### config.mk
export PLATFORM = sky130hd
export DESIGN_NAME = gpio_regbank
export DESIGN_NICKNAME = d
export VERILOG_FILES = /design/src/rtl/gpio_pkg.sv /design/src/rtl/gpio_pin_cell.sv /design/src/rtl/gpio_in_sense.sv /design/src/rtl/gpio_nmi_pulse.sv /design/src/rtl/gpio_regbank.sv
export SDC_FILE = /design/constraint.sdc
export NUM_CORES = 1
export LEC_CHECK = 0
export BUFFER_PORTS_ARGS = -buffer_cell sky130_fd_sc_hd__buf_4
export CORE_MARGIN = 4
export CORE_UTILIZATION = 45
export CTS_CLUSTER_SIZE = 12
export DETAILED_ROUTE_END_ITERATION = 10
export GPL_TIMING_DRIVEN = 0
export PLACE_DENSITY = 0.69
export SYNTH_ARGS = -nofsm -noshare
export SYNTH_HDL_FRONTEND = slang
export SYNTH_SLANG_ARGS = --single-unit
export TNS_END_PERCENT = 1
### constraint.sdc
create_clock -name clk -period 1.75 [get_ports clk]
set_input_delay 0.175 -clock clk [delete_from_list [all_inputs] [get_ports clk]]
set_output_delay 0.175 -clock clk [all_outputs]
set_load 0.05 [all_outputs]
### src/rtl/gpio_pkg.sv
package gpio_pkg;
  // bit positions inside a pin control byte
  localparam int BIT_OUT = 0;
  localparam int BIT_LVL = 1;
  localparam int BIT_OE  = 2;

  localparam logic [7:0] LVL_MASK = 8'h02;

  typedef logic [7:0] pin_byte_t;
endpackage

### src/rtl/gpio_pin_cell.sv
module gpio_pin_cell
  import gpio_pkg::*;
#(
  parameter pin_byte_t RST_VAL = 8'h00
) (
  input  logic      clk,
  input  logic      rst_n,
  input  logic      wr_en,
  input  pin_byte_t wr_data,
  input  logic      ext_chg,
  input  logic      ext_val,
  input  logic      force_hi,
  input  logic      force_lo,
  output pin_byte_t q
);
  pin_byte_t r;
  logic      forced;

  assign forced = force_hi | force_lo;
  assign q      = r;

  always_ff @(posedge clk or negedge rst_n) begin
    if (!rst_n) begin
      r <= RST_VAL;
    end else begin
      if (wr_en) begin
        r[7:BIT_OE]  <= wr_data[7:BIT_OE];
        r[BIT_OUT]   <= wr_data[BIT_OUT];
      end
      if (force_hi)
        r[BIT_LVL] <= 1'b1;
      else if (force_lo)
        r[BIT_LVL] <= 1'b0;
      else if (wr_en && wr_data[BIT_OE])
        r[BIT_LVL] <= wr_data[BIT_OUT];
      else if (ext_chg)
        r[BIT_LVL] <= ext_val;
    end
  end


  wr_fields_chk: assert property (@(posedge clk) disable iff (!rst_n)
    wr_en |=> (q[7:2] == $past(wr_data[7:2])) && (q[0] == $past(wr_data[0])));


  oe_copy_chk: assert property (@(posedge clk) disable iff (!rst_n)
    (wr_en && wr_data[BIT_OE] && !forced) |=> q[BIT_LVL] == $past(wr_data[BIT_OUT]));


  ext_follow_chk: assert property (@(posedge clk) disable iff (!rst_n)
    (ext_chg && !wr_en && !forced) |=> q[BIT_LVL] == $past(ext_val));


  idle_hold_chk: assert property (@(posedge clk) disable iff (!rst_n)
    (!wr_en && !ext_chg && !forced) |=> $stable(q));
endmodule

### src/rtl/gpio_in_sense.sv
module gpio_in_sense #(
  parameter int NUM_PINS = 36,
  parameter logic [NUM_PINS-1:0] RST_VEC = '0
) (
  input  logic                clk,
  input  logic                rst_n,
  input  logic [NUM_PINS-1:0] pin_in,
  input  logic [NUM_PINS-1:0] oe,
  output logic [NUM_PINS-1:0] chg,
  output logic                drive_err
);
  logic [NUM_PINS-1:0] last_q;

  assign chg = pin_in ^ last_q;

  always_ff @(posedge clk or negedge rst_n) begin
    if (!rst_n) begin
      last_q    <= RST_VEC;
      drive_err <= 1'b0;
    end else begin
      last_q    <= pin_in;
      drive_err <= |(chg & oe);
    end
  end


  err_cause_chk: assert property (@(posedge clk) disable iff (!rst_n)
    !(|(chg & oe)) |=> !drive_err);


  quiet_after_chk: assert property (@(posedge clk) disable iff (!rst_n)
    $stable(pin_in) |-> (chg == '0));
endmodule

### src/rtl/gpio_nmi_pulse.sv
module gpio_nmi_pulse (
  input  logic clk,
  input  logic rst_n,
  input  logic req,
  output logic set_hi,
  output logic set_lo
);
  logic req_q;

  assign set_hi = req & ~req_q;

  always_ff @(posedge clk or negedge rst_n) begin
    if (!rst_n) begin
      req_q  <= 1'b0;
      set_lo <= 1'b0;
    end else begin
      req_q  <= req;
      set_lo <= set_hi;
    end
  end


  no_overlap_chk: assert property (@(posedge clk) disable iff (!rst_n)
    set_hi |=> !set_hi);
endmodule

### src/rtl/gpio_regbank.sv
module gpio_regbank
  import gpio_pkg::*;
#(
  parameter int NUM_PINS   = 36,
  parameter int NUM_LEVEL  = 8,
  parameter int ADDR_W     = 6,
  parameter int IRQ_LO_PIN = 1,
  parameter int NMI_PIN    = 9
) (
  input  logic                clk,
  input  logic                rst_n,
  input  logic [ADDR_W-1:0]   bus_addr,
  input  logic                bus_we,
  input  logic [7:0]          bus_wdata,
  output logic [7:0]          bus_rdata,
  input  logic [NUM_PINS-1:0] pin_in,
  input  logic                nmi_req,
  output logic                irq_pin1,
  output logic                irq_pin9,
  output logic                drive_err
);
  localparam int PIN_BASE = NUM_LEVEL;
  localparam int PIN_END  = NUM_LEVEL + NUM_PINS;
  localparam logic [NUM_PINS-1:0] EXT_RST = NUM_PINS'(1) << IRQ_LO_PIN;

  pin_byte_t           pin_q [NUM_PINS];
  logic [NUM_PINS-1:0] oe_vec;
  logic [NUM_PINS-1:0] chg_vec;
  pin_byte_t           wr_clean;
  logic                nmi_hi, nmi_lo;
  logic [ADDR_W-1:0]   pin_idx;

  assign wr_clean = bus_wdata & ~LVL_MASK;

  gpio_nmi_pulse u_nmi (
    .clk    (clk),
    .rst_n  (rst_n),
    .req    (nmi_req),
    .set_hi (nmi_hi),
    .set_lo (nmi_lo)
  );

  gpio_in_sense #(
    .NUM_PINS (NUM_PINS),
    .RST_VEC  (EXT_RST)
  ) u_sense (
    .clk       (clk),
    .rst_n     (rst_n),
    .pin_in    (pin_in),
    .oe        (oe_vec),
    .chg       (chg_vec),
    .drive_err (drive_err)
  );

  for (genvar i = 0; i < NUM_PINS; i++) begin : g_pin
    localparam pin_byte_t CELL_RST = (i == IRQ_LO_PIN) ? LVL_MASK : 8'h00;
    logic wr_hit, f_hi, f_lo;

    assign wr_hit = bus_we && (bus_addr == ADDR_W'(PIN_BASE + i));

    if (i == NMI_PIN) begin : g_nmi
      assign f_hi = nmi_hi;
      assign f_lo = nmi_lo;
    end else begin : g_plain
      assign f_hi = 1'b0;
      assign f_lo = 1'b0;
    end

    gpio_pin_cell #(.RST_VAL(CELL_RST)) u_cell (
      .clk      (clk),
      .rst_n    (rst_n),
      .wr_en    (wr_hit),
      .wr_data  (wr_clean),
      .ext_chg  (chg_vec[i]),
      .ext_val  (pin_in[i]),
      .force_hi (f_hi),
      .force_lo (f_lo),
      .q        (pin_q[i])
    );

    assign oe_vec[i] = pin_q[i][BIT_OE];
  end

  assign pin_idx = bus_addr - ADDR_W'(PIN_BASE);

  always_comb begin
    bus_rdata = 8'h00;
    if (int'(bus_addr) >= PIN_BASE && int'(bus_addr) < PIN_END)
      bus_rdata = pin_q[pin_idx];
  end

  assign irq_pin1 = ~pin_q[IRQ_LO_PIN][BIT_LVL];
  assign irq_pin9 =  pin_q[NMI_PIN][BIT_LVL];


  nmi_rise_chk: assert property (@(posedge clk) disable iff (!rst_n)
    ($past(rst_n) && $past(nmi_hi)) |-> irq_pin9);


  nmi_fall_chk: assert property (@(posedge clk) disable iff (!rst_n)
    ($past(rst_n) && $past(nmi_lo)) |-> !irq_pin9);


  level_bank_zero_chk: assert property (@(posedge clk) disable iff (!rst_n)
    (int'(bus_addr) < PIN_BASE) |-> (bus_rdata == 8'h00));
endmodule

==> metrics.md <==
| Metric | Value |
|---|---|
| Count of flip-flops with a built-in enable after synthesis | `0` |
| Via count | `10408` |
| Sequential share of the synthesized area | `52.1%` |
| Clock Sink Count | `327` |
| Part of the cycle the worst path needs | `147%` |
| Number of top-level design ports | `65` |
| Hold Violations, Final | `97` |
| Outcome | `complete, but fails checks` |
| Synth-to-layout area growth | `19.8%` |
| Share of layout cells above drive strength 1 | `38.5%` |
| Cell class contributing the biggest share of worst-path delay | `multiplexers` |
| Number of diodes added for antenna fixing | `0` |
| Placer congestion estimate | `0.911` |
| H-tree levels | `2` |
| Setup repair after global routing missed its margin | `yes` |
| Most area-hungry cell type in the Yosys netlist | `dfrtp_1` |
| Classification of the worst setup path | `reg -> out` |
| Clock-pin slew on the worst setup and hold paths | `60 ps` |
| HPWL after detailed placement | `32000 um` |
| Most instantiated flip-flop cell in the synthesis netlist | `dfrtp_1` |
| Drt drc | `0` |
| Pin count of the biggest net entering global routing | `121` |
| Netlist area before placement | `15700 um2` |
| TritonCTS clock tree | `built` |
| Core Rows | `68` |
| Detail-routed net length per standard cell | `24.9 um` |
| Root buffer cell | `clkbuf_16` |
| Transition time at the pin with the least slew margin | `955 ps` |
| Count of different cell masters after synthesis | `60` |
| Total Die Area | `38000 um2` |
| Headroom to the max-slew limit | `36.3%` |
| Cell count after synthesis | `1191` |
| Proportion of netlist area held by the largest area contributor | `51.7%` |
| Type of the most critical hold path | `in -> async` |
| Worst path slowest cell | `mux4_2` |
| Initial core utilization | `45.5%` |
| Post-synth net total | `1246` |
| Post-Layout Inst Area | `18800 um2` |
| Number of port buffers | `54` |
| Clock buffers created by TritonCTS | `36` |
| Number of warnings printed during yosys synthesis | `0` |
| Detailed Routing Iterations Pass 1 | `5` |
| Worst Hold Margin | `-336 ps` |
| Count of nets after finishing | `1377` |
| Buf+Inv Stages, Crit Path | `1` |
| Die outline width | `195 um` |
| Worst ir drop on vdd | `0.775 mV` |
| Type of element launching the critical path | `flop` |
| Standby leakage power | `8.56 nW` |
| Critical path's largest stage delay | `500 ps` |
| Post-layout min period | `2570 ps` |
| Ordered list of cells on the worst path | `mux4_2 > mux2_2 > a221oi_4 > o32ai_4 > buf_6` |
| Total core area | `34500 um2` |
| Data required time at the worst endpoint | `1570 ps` |
| Final critical-path setup slack | `-819 ps` |
| Height of the die | `195 um` |
| Total track usage | `23.5%` |
| Kind of capture point of the worst setup path | `output pin` |
| Residual antenna-violating net count after detailed routing | `0` |
| Syn_area_per_cell | `13.2 um2` |
| Number of hold-repair buffers added at the cts stage | `37` |
| Pwr per Cell Area | `1040 nW/um2` |
| Worst clock skew | `6.69 ps` |
| Post-CTS setup repair buffer count | `0` |
| Per-cell via count in the routed design | `5.78` |
| Via count of the first global-routing pass | `11128` |
| Maximum clock rate | `389 MHz` |
| Max Root-Sink Buffers | `3` |
| Post-route setup TNS | `-6400 ps` |
| Count of final max-slew check failures | `0` |
| Area contributors post-synth | `dfrtp_1 52%, mux2_2 17%, mux4_2 7.6%` |
| Violations in the final reports | `negative hold slack, negative setup slack` |
| Endpoints failing setup | `8` |
| Post-placement cell area | `17000 um2` |
| Register bit count reported by yosys | `327` |
| Final Routed Wirelength | `44900 um` |
| Clock Latency Late Sink | `530 ps` |
| Aggregate global routing overflow | `0` |
| Async S/R FF share, synth | `100%` |
| Detailed router's first-iteration violation count | `789` |
| Utilization after layout | `54.5%` |
| Antenna violations before repair | `0` |
| Top fanout value on the critical path | `3` |
| Arrival time of data at the critical path endpoint | `2390 ps` |
| MaxCap Viol Count | `0` |
| Wire length of the first global-routing pass | `68700 um` |
==> power breakdown <==
group	total (mW)	switching, mW	internal, mW
Combinational	3.26	1.64	1.61
Sequential	9.03	0.541	8.48
Clock	7.39	3.09	4.30
==> cells in the mapped netlist (2+ instances only) <==
master,number
a2111oi_2,7
a21o_1,3
a21oi_1,9
a221oi_1,11
a22o_1,4
a22oi_1,6
and2b_1,2
and3b_1,3
buf_1,10
buf_12,2
buf_2,17
buf_4,6
buf_6,5
clkbuf_1,30
dfrtp_1,325
dfstp_2,2
inv_1,61
maj3_1,36
mux2_1,2
mux2_2,240
mux2i_1,34
mux4_1,3
mux4_2,53
nand2_1,141
nand2_2,6
nand2b_1,4
nand3_1,15
nand3_2,3
nand4_1,8
nor2_1,12
nor2_2,8
nor2_4,7
nor2b_1,4
nor3_1,8
nor3_4,5
o21ai_0,31
o22ai_1,4
o32ai_1,8
xnor2_1,8
xor2_1,28
==> per-stage QoR <==
stage / setup slack (ps) / hold slack (ps) / power (mW) / cells
floorplan: -160 / -121 / 11.0 / 1191
global placement: -2860 / 294 / 12.0 / 1700
detailed placement: -929 / 260 / 12.1 / 1702
CTS: -894 / -286 / 19.6 / 1802
global route: -850 / -250 / 20.4 / 1802
finish: -819 / -336 / 19.7 / 1802
==> registers in the layout, indices dropped and copies added, names as in the netlist <==
signal,cells
g_pin.u_cell.q,288
u_nmi.req_q,1
u_nmi.set_lo,1
u_sense.drive_err,1
u_sense.last_q,36
==> layer usage <==
metal / vias up / track usage (%) / routed length [um]
met3: 97 / 2.86 / 2060
met1: 5462 / 32.4 / 19500
met2: 334 / 38.6 / 21700
met5: - / 0 / 0
met4: 0 / 8.82 / 1660
li1: 4515 / - / -
==> final timing paths <==
path                                              startpoint                                end  slack [ps]  cells past startpoint
setup / recovery           g_pin[29].u_cell.q[2]$_DFFE_PN0P_                       bus_rdata[2]        -820                      5
hold / removal                                         rst_n  g_pin[33].u_cell.q[3]$_DFFE_PN0P_        -340                      1
setup reg to reg                u_sense.last_q[17]$_DFF_PN0_        u_sense.drive_err$_DFF_PN0_          70                      5
hold reg to reg                        u_nmi.req_q$_DFF_PN0_             u_nmi.set_lo$_DFF_PN0_         410                      1
max in group asynchronous                              rst_n   g_pin[9].u_cell.q[1]$_DFFE_PN0P_         480                      3
min in group clk                                 bus_addr[1]  g_pin[24].u_cell.q[2]$_DFFE_PN0P_         170                      4
==> layout by cell type, fill, tap and decap left out, types with 8 or more instances in the layout <==
cell / synthesis / layout
dfrtp_1: 325 / 324
mux2_2: 240 / 239
nand2_1: 141 / 140
inv_1: 61 / 61
mux4_2: 53 / 55
buf_4: 6 / 52
clkbuf_1: 30 / 38
clkbuf_16: 0 / 37
dlygate4sd3_1: 0 / 37
maj3_1: 36 / 36
o21ai_0: 31 / 30
xor2_1: 28 / 28
mux2i_1: 34 / 27
buf_2: 17 / 17
buf_6: 5 / 13
nand3_1: 15 / 12
nor2_1: 12 / 10
nor2_2: 8 / 10
buf_1: 10 / 8
nor3_1: 8 / 8
a2111oi_4: 0 / 8
o32ai_4: 0 / 8
a21oi_1: 9 / 8
nand4_1: 8 / 8
==> cell type report <==
class | instances | area (um2)
inverters | 62 | 233
plain buffers | 71 | 412
repair buffers | 93 | 868
clock inverters | 9 | 77.6
fillers | 2816 | 15700
well taps | 455 | 569
clock buffers | 54 | 1050
multi-input cells | 731 | 7440
flip-flops and latches | 327 | 8190
==> kinds of logic (layout without fill, tap and decap cells) <==
logic type               count (synthesis)  in the layout  share of synthesized area (%)
AO/OA/AOI/OAI                           90             90                           4.13
XOR/XNOR                                36             36                           2.01
adder cells (fa/ha/maj)                 37             37                           2.37
buffers and inverters                  133            289                           3.97
flip-flops                             327            327                           52.1
multiplexers                           333            333                           27.7
AND/OR/NAND/NOR                        235            235                           7.79
==> repair_timing <==
item,CTS,global route
resized for setup,21,30
setup endpoints to repair,15,19
pin swaps,2,5
hold endpoints to repair,135,97
No activity file was read; power rests on OpenSTA's default activity.
